$ cat src/rtl/tmr_pkg.sv
package tmr_pkg;
    localparam logic [1:0] ADDR_MODE  = 2'd0;
    localparam logic [1:0] ADDR_COUNT = 2'd1;
    localparam logic [1:0] ADDR_STAT  = 2'd2;

    // mode register bit positions (software visible)
    localparam int MB_IEN  = 8;
    localparam int MB_CONT = 10;
    localparam int MB_EN   = 12;
    localparam int MB_WD   = 15;
    localparam int MODE_BYTE = 1;

    localparam logic [7:0] KEEPALIVE_CODE = 8'hA5;

    typedef struct packed {
        logic wd;
        logic en;
        logic cont;
        logic ien;
    } mode_t;
endpackage

$ cat src/rtl/tmr_countdown.sv
module tmr_countdown #(
    parameter int PRESC_W = 16,
    parameter int PER_W   = 16
) (
    input  logic               clk,
    input  logic               rst_n,
    input  logic               run_i,
    input  logic               load_i,
    input  logic [PRESC_W-1:0] presc_i,
    input  logic [PER_W-1:0]   period_i,
    output logic               expire_o
);
    typedef struct packed {
        logic [PRESC_W-1:0] pc;
        logic [PER_W-1:0]   qc;
    } cnt_t;

    cnt_t st_d, st_q;
    logic pc_zero, qc_zero;

    assign pc_zero  = (st_q.pc == '0);
    assign qc_zero  = (st_q.qc == '0);
    assign expire_o = run_i && !load_i && pc_zero && qc_zero;

    // Counters hold value-1; a field of 0 wraps to all ones, i.e. 2**W steps.
    always_comb begin
        st_d = st_q;
        if (load_i) begin
            st_d.pc = presc_i - 1'b1;
            st_d.qc = period_i - 1'b1;
        end else if (run_i) begin
            if (pc_zero) begin
                st_d.pc = presc_i - 1'b1;
                if (qc_zero) st_d.qc = period_i - 1'b1;
                else         st_d.qc = st_q.qc - 1'b1;
            end else begin
                st_d.pc = st_q.pc - 1'b1;
            end
        end
    end

    always_ff @(posedge clk or negedge rst_n) begin
        if (!rst_n) st_q <= '0;
        else        st_q <= st_d;
    end


    hold_when_stopped_chk: assert property (@(posedge clk) disable iff (!rst_n)
        (!run_i && !load_i) |=> ($stable(st_q.pc) && $stable(st_q.qc)));


    load_no_early_expiry_chk: assert property (@(posedge clk) disable iff (!rst_n)
        load_i |=> (!expire_o || ($past(presc_i) == PRESC_W'(1) && $past(period_i) == PER_W'(1))));
endmodule

$ cat src/rtl/tmr_pulse.sv
module tmr_pulse #(
    parameter int LEN = 4
) (
    input  logic clk,
    input  logic rst_n,
    input  logic trig_i,
    output logic req_o
);
    localparam int CW = $clog2(LEN + 1);

    logic [CW-1:0] cnt_d, cnt_q;

    always_comb begin
        cnt_d = cnt_q;
        if (trig_i)             cnt_d = CW'(LEN);
        else if (cnt_q != '0)   cnt_d = cnt_q - 1'b1;
    end

    always_ff @(posedge clk or negedge rst_n) begin
        if (!rst_n) cnt_q <= '0;
        else        cnt_q <= cnt_d;
    end

    assign req_o = (cnt_q != '0);


    pulse_start_chk: assert property (@(posedge clk) disable iff (!rst_n)
        trig_i |=> req_o);


    pulse_end_chk: assert property (@(posedge clk) disable iff (!rst_n)
        $fell(req_o) |-> !$past(trig_i));
endmodule

$ cat src/rtl/tmr_regfile.sv
module tmr_regfile
    import tmr_pkg::*;
#(
    parameter int PRESC_W = 16,
    parameter int PER_W   = 16,
    parameter int STAT_W  = 4
) (
    input  logic                       clk,
    input  logic                       rst_n,
    input  logic [1:0]                 addr_i,
    input  logic                       wr_en_i,
    input  logic [(PRESC_W+PER_W)/8-1:0] be_i,
    input  logic [PRESC_W+PER_W-1:0]   wdata_i,
    input  logic                       expire_i,
    output logic [PRESC_W+PER_W-1:0]   rdata_o,
    output mode_t                      mode_o,
    output logic [PRESC_W-1:0]         presc_nx_o,
    output logic [PER_W-1:0]           period_nx_o,
    output logic                       load_o,
    output logic                       irq_o
);
    localparam int REG_W = PRESC_W + PER_W;
    localparam int NB    = REG_W / 8;

    typedef struct packed {
        mode_t              mode;
        logic [REG_W-1:0]   count;
        logic [STAT_W-1:0]  stat;
    } regs_t;

    regs_t st_d, st_q;

    logic mode_wr, count_wr, stat_wr, mode_byte_wr, ka_hit, start_hit;
    logic [REG_W-1:0] count_nx;

    assign mode_wr      = wr_en_i && (addr_i == ADDR_MODE);
    assign count_wr     = wr_en_i && (addr_i == ADDR_COUNT);
    assign stat_wr      = wr_en_i && (addr_i == ADDR_STAT);
    assign mode_byte_wr = mode_wr && be_i[MODE_BYTE];
    assign ka_hit       = mode_wr && be_i[NB-1] && (wdata_i[REG_W-1 -: 8] == KEEPALIVE_CODE);
    assign start_hit    = mode_byte_wr && wdata_i[MB_EN] && !st_q.mode.en;
    assign load_o       = count_wr || ka_hit || start_hit;

    // byte-lane merge for the count register
    for (genvar b = 0; b < NB; b++) begin : g_lane
        assign count_nx[b*8 +: 8] = (count_wr && be_i[b]) ? wdata_i[b*8 +: 8]
                                                          : st_q.count[b*8 +: 8];
    end

    assign presc_nx_o  = count_nx[REG_W-1 -: PRESC_W];
    assign period_nx_o = count_nx[PER_W-1:0];

    always_comb begin
        st_d       = st_q;
        st_d.count = count_nx;
        if (stat_wr && be_i[0])
            st_d.stat = st_q.stat & ~wdata_i[STAT_W-1:0];
        if (expire_i) begin
            st_d.stat[0] = 1'b1;
            if (!st_q.mode.cont) st_d.mode.en = 1'b0;
        end
        if (mode_byte_wr) begin
            st_d.mode.wd   = wdata_i[MB_WD];
            st_d.mode.en   = wdata_i[MB_EN];
            st_d.mode.cont = wdata_i[MB_CONT];
            st_d.mode.ien  = wdata_i[MB_IEN] && !wdata_i[MB_WD];
        end
    end

    always_ff @(posedge clk or negedge rst_n) begin
        if (!rst_n) st_q <= '0;
        else        st_q <= st_d;
    end

    always_comb begin
        rdata_o = '0;
        case (addr_i)
            ADDR_MODE: begin
                rdata_o[MB_WD]   = st_q.mode.wd;
                rdata_o[MB_EN]   = st_q.mode.en;
                rdata_o[MB_CONT] = st_q.mode.cont;
                rdata_o[MB_IEN]  = st_q.mode.ien;
            end
            ADDR_COUNT: rdata_o = st_q.count;
            ADDR_STAT:  rdata_o[STAT_W-1:0] = st_q.stat;
            default:    rdata_o = '0;
        endcase
    end

    assign mode_o = st_q.mode;
    assign irq_o  = st_q.mode.ien && (|st_q.stat);


    wd_blocks_ien_chk: assert property (@(posedge clk) disable iff (!rst_n)
        st_q.mode.wd |-> !st_q.mode.ien);


    oneshot_stop_chk: assert property (@(posedge clk) disable iff (!rst_n)
        (expire_i && !st_q.mode.cont && !mode_byte_wr) |=> !st_q.mode.en);


    expiry_flag_chk: assert property (@(posedge clk) disable iff (!rst_n)
        expire_i |=> st_q.stat[0]);
endmodule

$ cat src/rtl/prescaled_timer_wd.sv
module prescaled_timer_wd
    import tmr_pkg::*;
#(
    parameter int PRESC_W    = 16,
    parameter int PER_W      = 16,
    parameter int STAT_W     = 4,
    parameter int RST_CYCLES = 4
) (
    input  logic        clk,
    input  logic        rst_n,
    input  logic [1:0]  addr_i,
    input  logic        wr_en_i,
    input  logic [3:0]  be_i,
    input  logic [31:0] wdata_i,
    output logic [31:0] rdata_o,
    output logic        irq_o,
    output logic        wdog_rst_o
);
    mode_t              mode;
    logic [PRESC_W-1:0] presc_nx;
    logic [PER_W-1:0]   period_nx;
    logic               load, expire;

    tmr_regfile #(.PRESC_W(PRESC_W), .PER_W(PER_W), .STAT_W(STAT_W)) u_regs (
        .clk        (clk),
        .rst_n      (rst_n),
        .addr_i     (addr_i),
        .wr_en_i    (wr_en_i),
        .be_i       (be_i),
        .wdata_i    (wdata_i),
        .expire_i   (expire),
        .rdata_o    (rdata_o),
        .mode_o     (mode),
        .presc_nx_o (presc_nx),
        .period_nx_o(period_nx),
        .load_o     (load),
        .irq_o      (irq_o)
    );

    tmr_countdown #(.PRESC_W(PRESC_W), .PER_W(PER_W)) u_cnt (
        .clk     (clk),
        .rst_n   (rst_n),
        .run_i   (mode.en),
        .load_i  (load),
        .presc_i (presc_nx),
        .period_i(period_nx),
        .expire_o(expire)
    );

    tmr_pulse #(.LEN(RST_CYCLES)) u_pulse (
        .clk   (clk),
        .rst_n (rst_n),
        .trig_i(expire && mode.wd),
        .req_o (wdog_rst_o)
    );


    wd_no_irq_chk: assert property (@(posedge clk) disable iff (!rst_n)
        mode.wd |-> !irq_o);


    no_expiry_when_off_chk: assert property (@(posedge clk) disable iff (!rst_n)
        !mode.en |-> !expire);
endmodule

$ cat config.mk
export PLATFORM = sky130hd
export DESIGN_NAME = prescaled_timer_wd
export DESIGN_NICKNAME = d
export VERILOG_FILES = /design/src/rtl/tmr_pkg.sv /design/src/rtl/tmr_countdown.sv /design/src/rtl/tmr_pulse.sv /design/src/rtl/tmr_regfile.sv /design/src/rtl/prescaled_timer_wd.sv
export SDC_FILE = /design/constraint.sdc
export NUM_CORES = 1
export LEC_CHECK = 0
export CAP_MARGIN = 15
export CELL_PAD_IN_SITES_DETAIL_PLACEMENT = 0
export CELL_PAD_IN_SITES_GLOBAL_PLACEMENT = 1
export CORE_MARGIN = 2
export CORE_UTILIZATION = 45
export DETAILED_ROUTE_END_ITERATION = 6
export GPL_TIMING_DRIVEN = 0
export PLACE_DENSITY_LB_ADDON = 0.12
export SLEW_MARGIN = 20
export SYNTH_ARGS = -nofsm -noshare
export SYNTH_HDL_FRONTEND = slang
export SYNTH_SLANG_ARGS = --single-unit
$ cat constraint.sdc
create_clock -name clk -period 4.33 [get_ports clk]
set_clock_uncertainty 0.1 [all_clocks]
set_input_delay 0.433 -clock clk [delete_from_list [all_inputs] [get_ports clk]]
set_output_delay 0.433 -clock clk [all_outputs]
set_load 0.005 [all_outputs]
==> results_dict.tcl <==
set metrics [dict create \
    synthDistinctLibCells 71 \
    synth.cell_area_mm2 0.00501 \
    fill_cells 1009 \
    setup_tns_ns 0 \
    row_count 38 \
    gr-total-overflow 0 \
    grt_setup_unrepaired "false" \
    path_delay_family "buffers and inverters" \
    outcome "finished clean" \
    dr.pass1.iters 5 \
    combPwrFrac 0.355 \
    clock_latency_ns 0.36 \
    htreeDepth 3 \
    dp_hpwl_um 11000 \
    crit_path_max_fanout 10 \
    postCtsHoldBufs 1 \
    synth-seq-cells 75 \
    post_drt_wl_per_cell_um 18.6 \
    yosys-top-cells-area "dfrtp_1 37%, mux2_2 5.2%, mux2i_1 3.8%" \
    synth_fp_nets 607 \
    port_buffers 74 \
    cts_made_buffers 9 \
    initial_utilization 0.462 \
    yosysWarningCount 0 \
    internal_power_mw 1.52 \
    final_antenna_net_count 0 \
    die_h_um 110 \
    relSlewSlack 0.504 \
    clk_pin_slew_ns 0.07 \
    synthCells 557 \
    yosys.area.top_type "dfrtp_1" \
    worstMarginPinSlew_ns 0.739 \
    post-cts-setup-buffers 0 \
    mostFrequentLayoutCells "75 x dfrtp_1, 73 x clkdlybuf4s50_1, 37 x nand2_1" \
    vias 4620 \
    place_ws_ns 0.276 \
    drive_gt1_frac 0.0853 \
    maxCapViolations 0 \
    final_common_cell "dfrtp_1" \
    cts_root_buffer "clkbuf_8" \
    clock.fmax_mhz 271 \
    min_period_ns 3.69 \
    grt_pass1_vias 4491 \
    drt_iter0_markers 306 \
    cts_buffer_depth 2 \
    cpMostUsedCell "ha_1" \
    p_sw_mw 0.939 \
    grt_max_degree 53 \
    clkPwrFrac 0.196 \
    utilization 0.564 \
    hold_class "flip-flop to flip-flop" \
    regArea_mm2 0.00188 \
    drcViolationCount 0 \
    start_kind "primary input" \
    power_mw 2.46 \
    synth_seq_area_share 0.374 \
    die_w_um 110 \
    ir_drop_mv 0.274 \
    critical_path_buf_inv_count 3 \
    seq_power_share 0.449 \
    multi_input_area_mm2 0.00294 \
    via_per_inst 5.89 \
    cts_resized 0 \
    powerDensity_mw_per_mm2 402 \
    crit_arrival_ns 3.82 \
    cp-end-kind "flip-flop" \
    worst_slack_ns 0.638 \
    synth_top_area_frac 0.374 \
    nNetsFinal 694 \
    power_leakage_nw 2.51 \
    wl_met2_um 7520 \
    cp.required_ns 4.46 \
    wl_met3_um 591 \
    hold_violations 0 \
    wl_met1_um 6240 \
    routed.top_layer "met4" \
    wl_um 14600 \
    core_area_mm2 0.0108 \
    gp_congestion 0.891 \
    cp_slowest_stage_delay_ns 0.52 \
    async_flop_share 1.00 \
    cts_tree "yes" \
    setup_viol 0 \
    antenna_found_initial 0 \
    cp_cell_sequence "clkdlybuf4s50_1, inv_1, ha_1, nand3_2, clkbuf_1, mux2i_1, ha_1, nand4b_1, or3b_2, a21oi_1, o21ai_0" \
    area_growth_pct 22.1 \
    io-pin-count 75 \
    drv_slew 0 \
    hold_ws_ns 0.408 \
    die_area_mm2 0.0120 \
    critical_path_class "primary input to flip-flop" \
    antenna_cells 0 \
    switching_share 0.382 \
    synth_area_per_cell_um2 9.00 \
    synth-edff-count 0 \
    cp_slowest_cell "or3b_2" \
    track_usage 0.254 \
    clock_sinks 75 \
    post-route-period-util 0.853 \
    ys.flop_type "dfrtp_1" \
    grt_pass1_wl_um 23300 \
]
==> through the flow <==
stage / instance area, um^2 / std cells
after detailed placement: 5950 / 772
final: 6120 / 785
after global placement: 5930 / 771
after floorplan: 5010 / 557
after CTS: 6120 / 785
after global routing: 6120 / 785
==> cell families (layout without fill, tap and decap cells) <==
group / after synthesis / after routing / share of synthesized area
adders and majority gates: 9 / 9 / 0.0225
buffers and inverters: 49 / 137 / 0.0387
DFF: 75 / 75 / 0.374
xor gates and xnor gates: 27 / 27 / 0.0472
muxes: 42 / 42 / 0.0896
AOI/OAI and AO/OA: 127 / 127 / 0.176
and+or+nand+nor: 228 / 228 / 0.251
==> metal layers <==
layer	up-vias	GRT usage
met4	0	0.0606
met3	17	0.0480
li1	2239	-
met5	-	0
met2	107	0.452
met1	2257	0.319
==> worst reg2reg max path, cell delays in order (launching register included) <==
cell      delay (ns)
dfrtp_1         0.43
inv_1           0.08
ha_1            0.20
or3b_2          0.51
nor3_4          0.27
and4_1          0.27
o21ai_1         0.27
clkbuf_1        0.38
o21ai_0         0.22
o21ai_0         0.10
==> synthesized netlist by cell type (all sizes together) (8+ instances only) <==
| master | count |
|---|---|
| inv | 25 |
| nor3 | 33 |
| nand3 | 28 |
| ha | 9 |
| nor4 | 16 |
| xor2 | 9 |
| nor2 | 32 |
| mux2 | 23 |
| or3 | 14 |
| buf | 9 |
| a22oi | 8 |
| mux2i | 19 |
| dfrtp | 75 |
| nand2 | 37 |
| clkbuf | 15 |
| and2 | 26 |
| o21ai | 27 |
| xnor2 | 18 |
| a21oi | 26 |
==> sequential cells by signal, summed over array words and instances (netlist names) <==
name and count:
u_cnt.st_q 32, u_pulse.cnt_q 3, u_regs.mode_o 4, u_regs.st_q 36
==> final timing paths <==
check,start,endpoint,slack (ns),cells past startpoint
max in group asynchronous,rst_n,u_cnt.st_q[4],3.13,3
worst min register to register,u_cnt.st_q[12],u_cnt.st_q[12],0.41,2
worst max register to register,u_cnt.st_q[16],u_cnt.st_q[2],1.37,9
worst max-delay path,addr_i[1],u_cnt.st_q[12],0.64,11
worst min-delay path,u_cnt.st_q[12],u_cnt.st_q[12],0.41,2
min in group asynchronous,rst_n,u_cnt.st_q[27],0.42,2
==> power by group through the flow <==
stage / clock [mW] / combinational, mW / sequential, mW
floorplan: 0 / 0.598 / 1.05
global placement: 0 / 0.852 / 1.10
detailed placement: 0 / 0.870 / 1.11
CTS: 0.491 / 0.876 / 1.10
global route: 0.519 / 0.973 / 1.14
finish: 0.481 / 0.874 / 1.11
==> layout make-up <==
class                      count  share of cell area
multi-input combinational    433               0.481
clock buffer                  12              0.0254
sequential                    75               0.307
buffer                        24              0.0164
timing repair buffer          76               0.127
inverter                      25              0.0153
tap                          140              0.0286
Note: power is estimated with default switching activity, not from simulation.
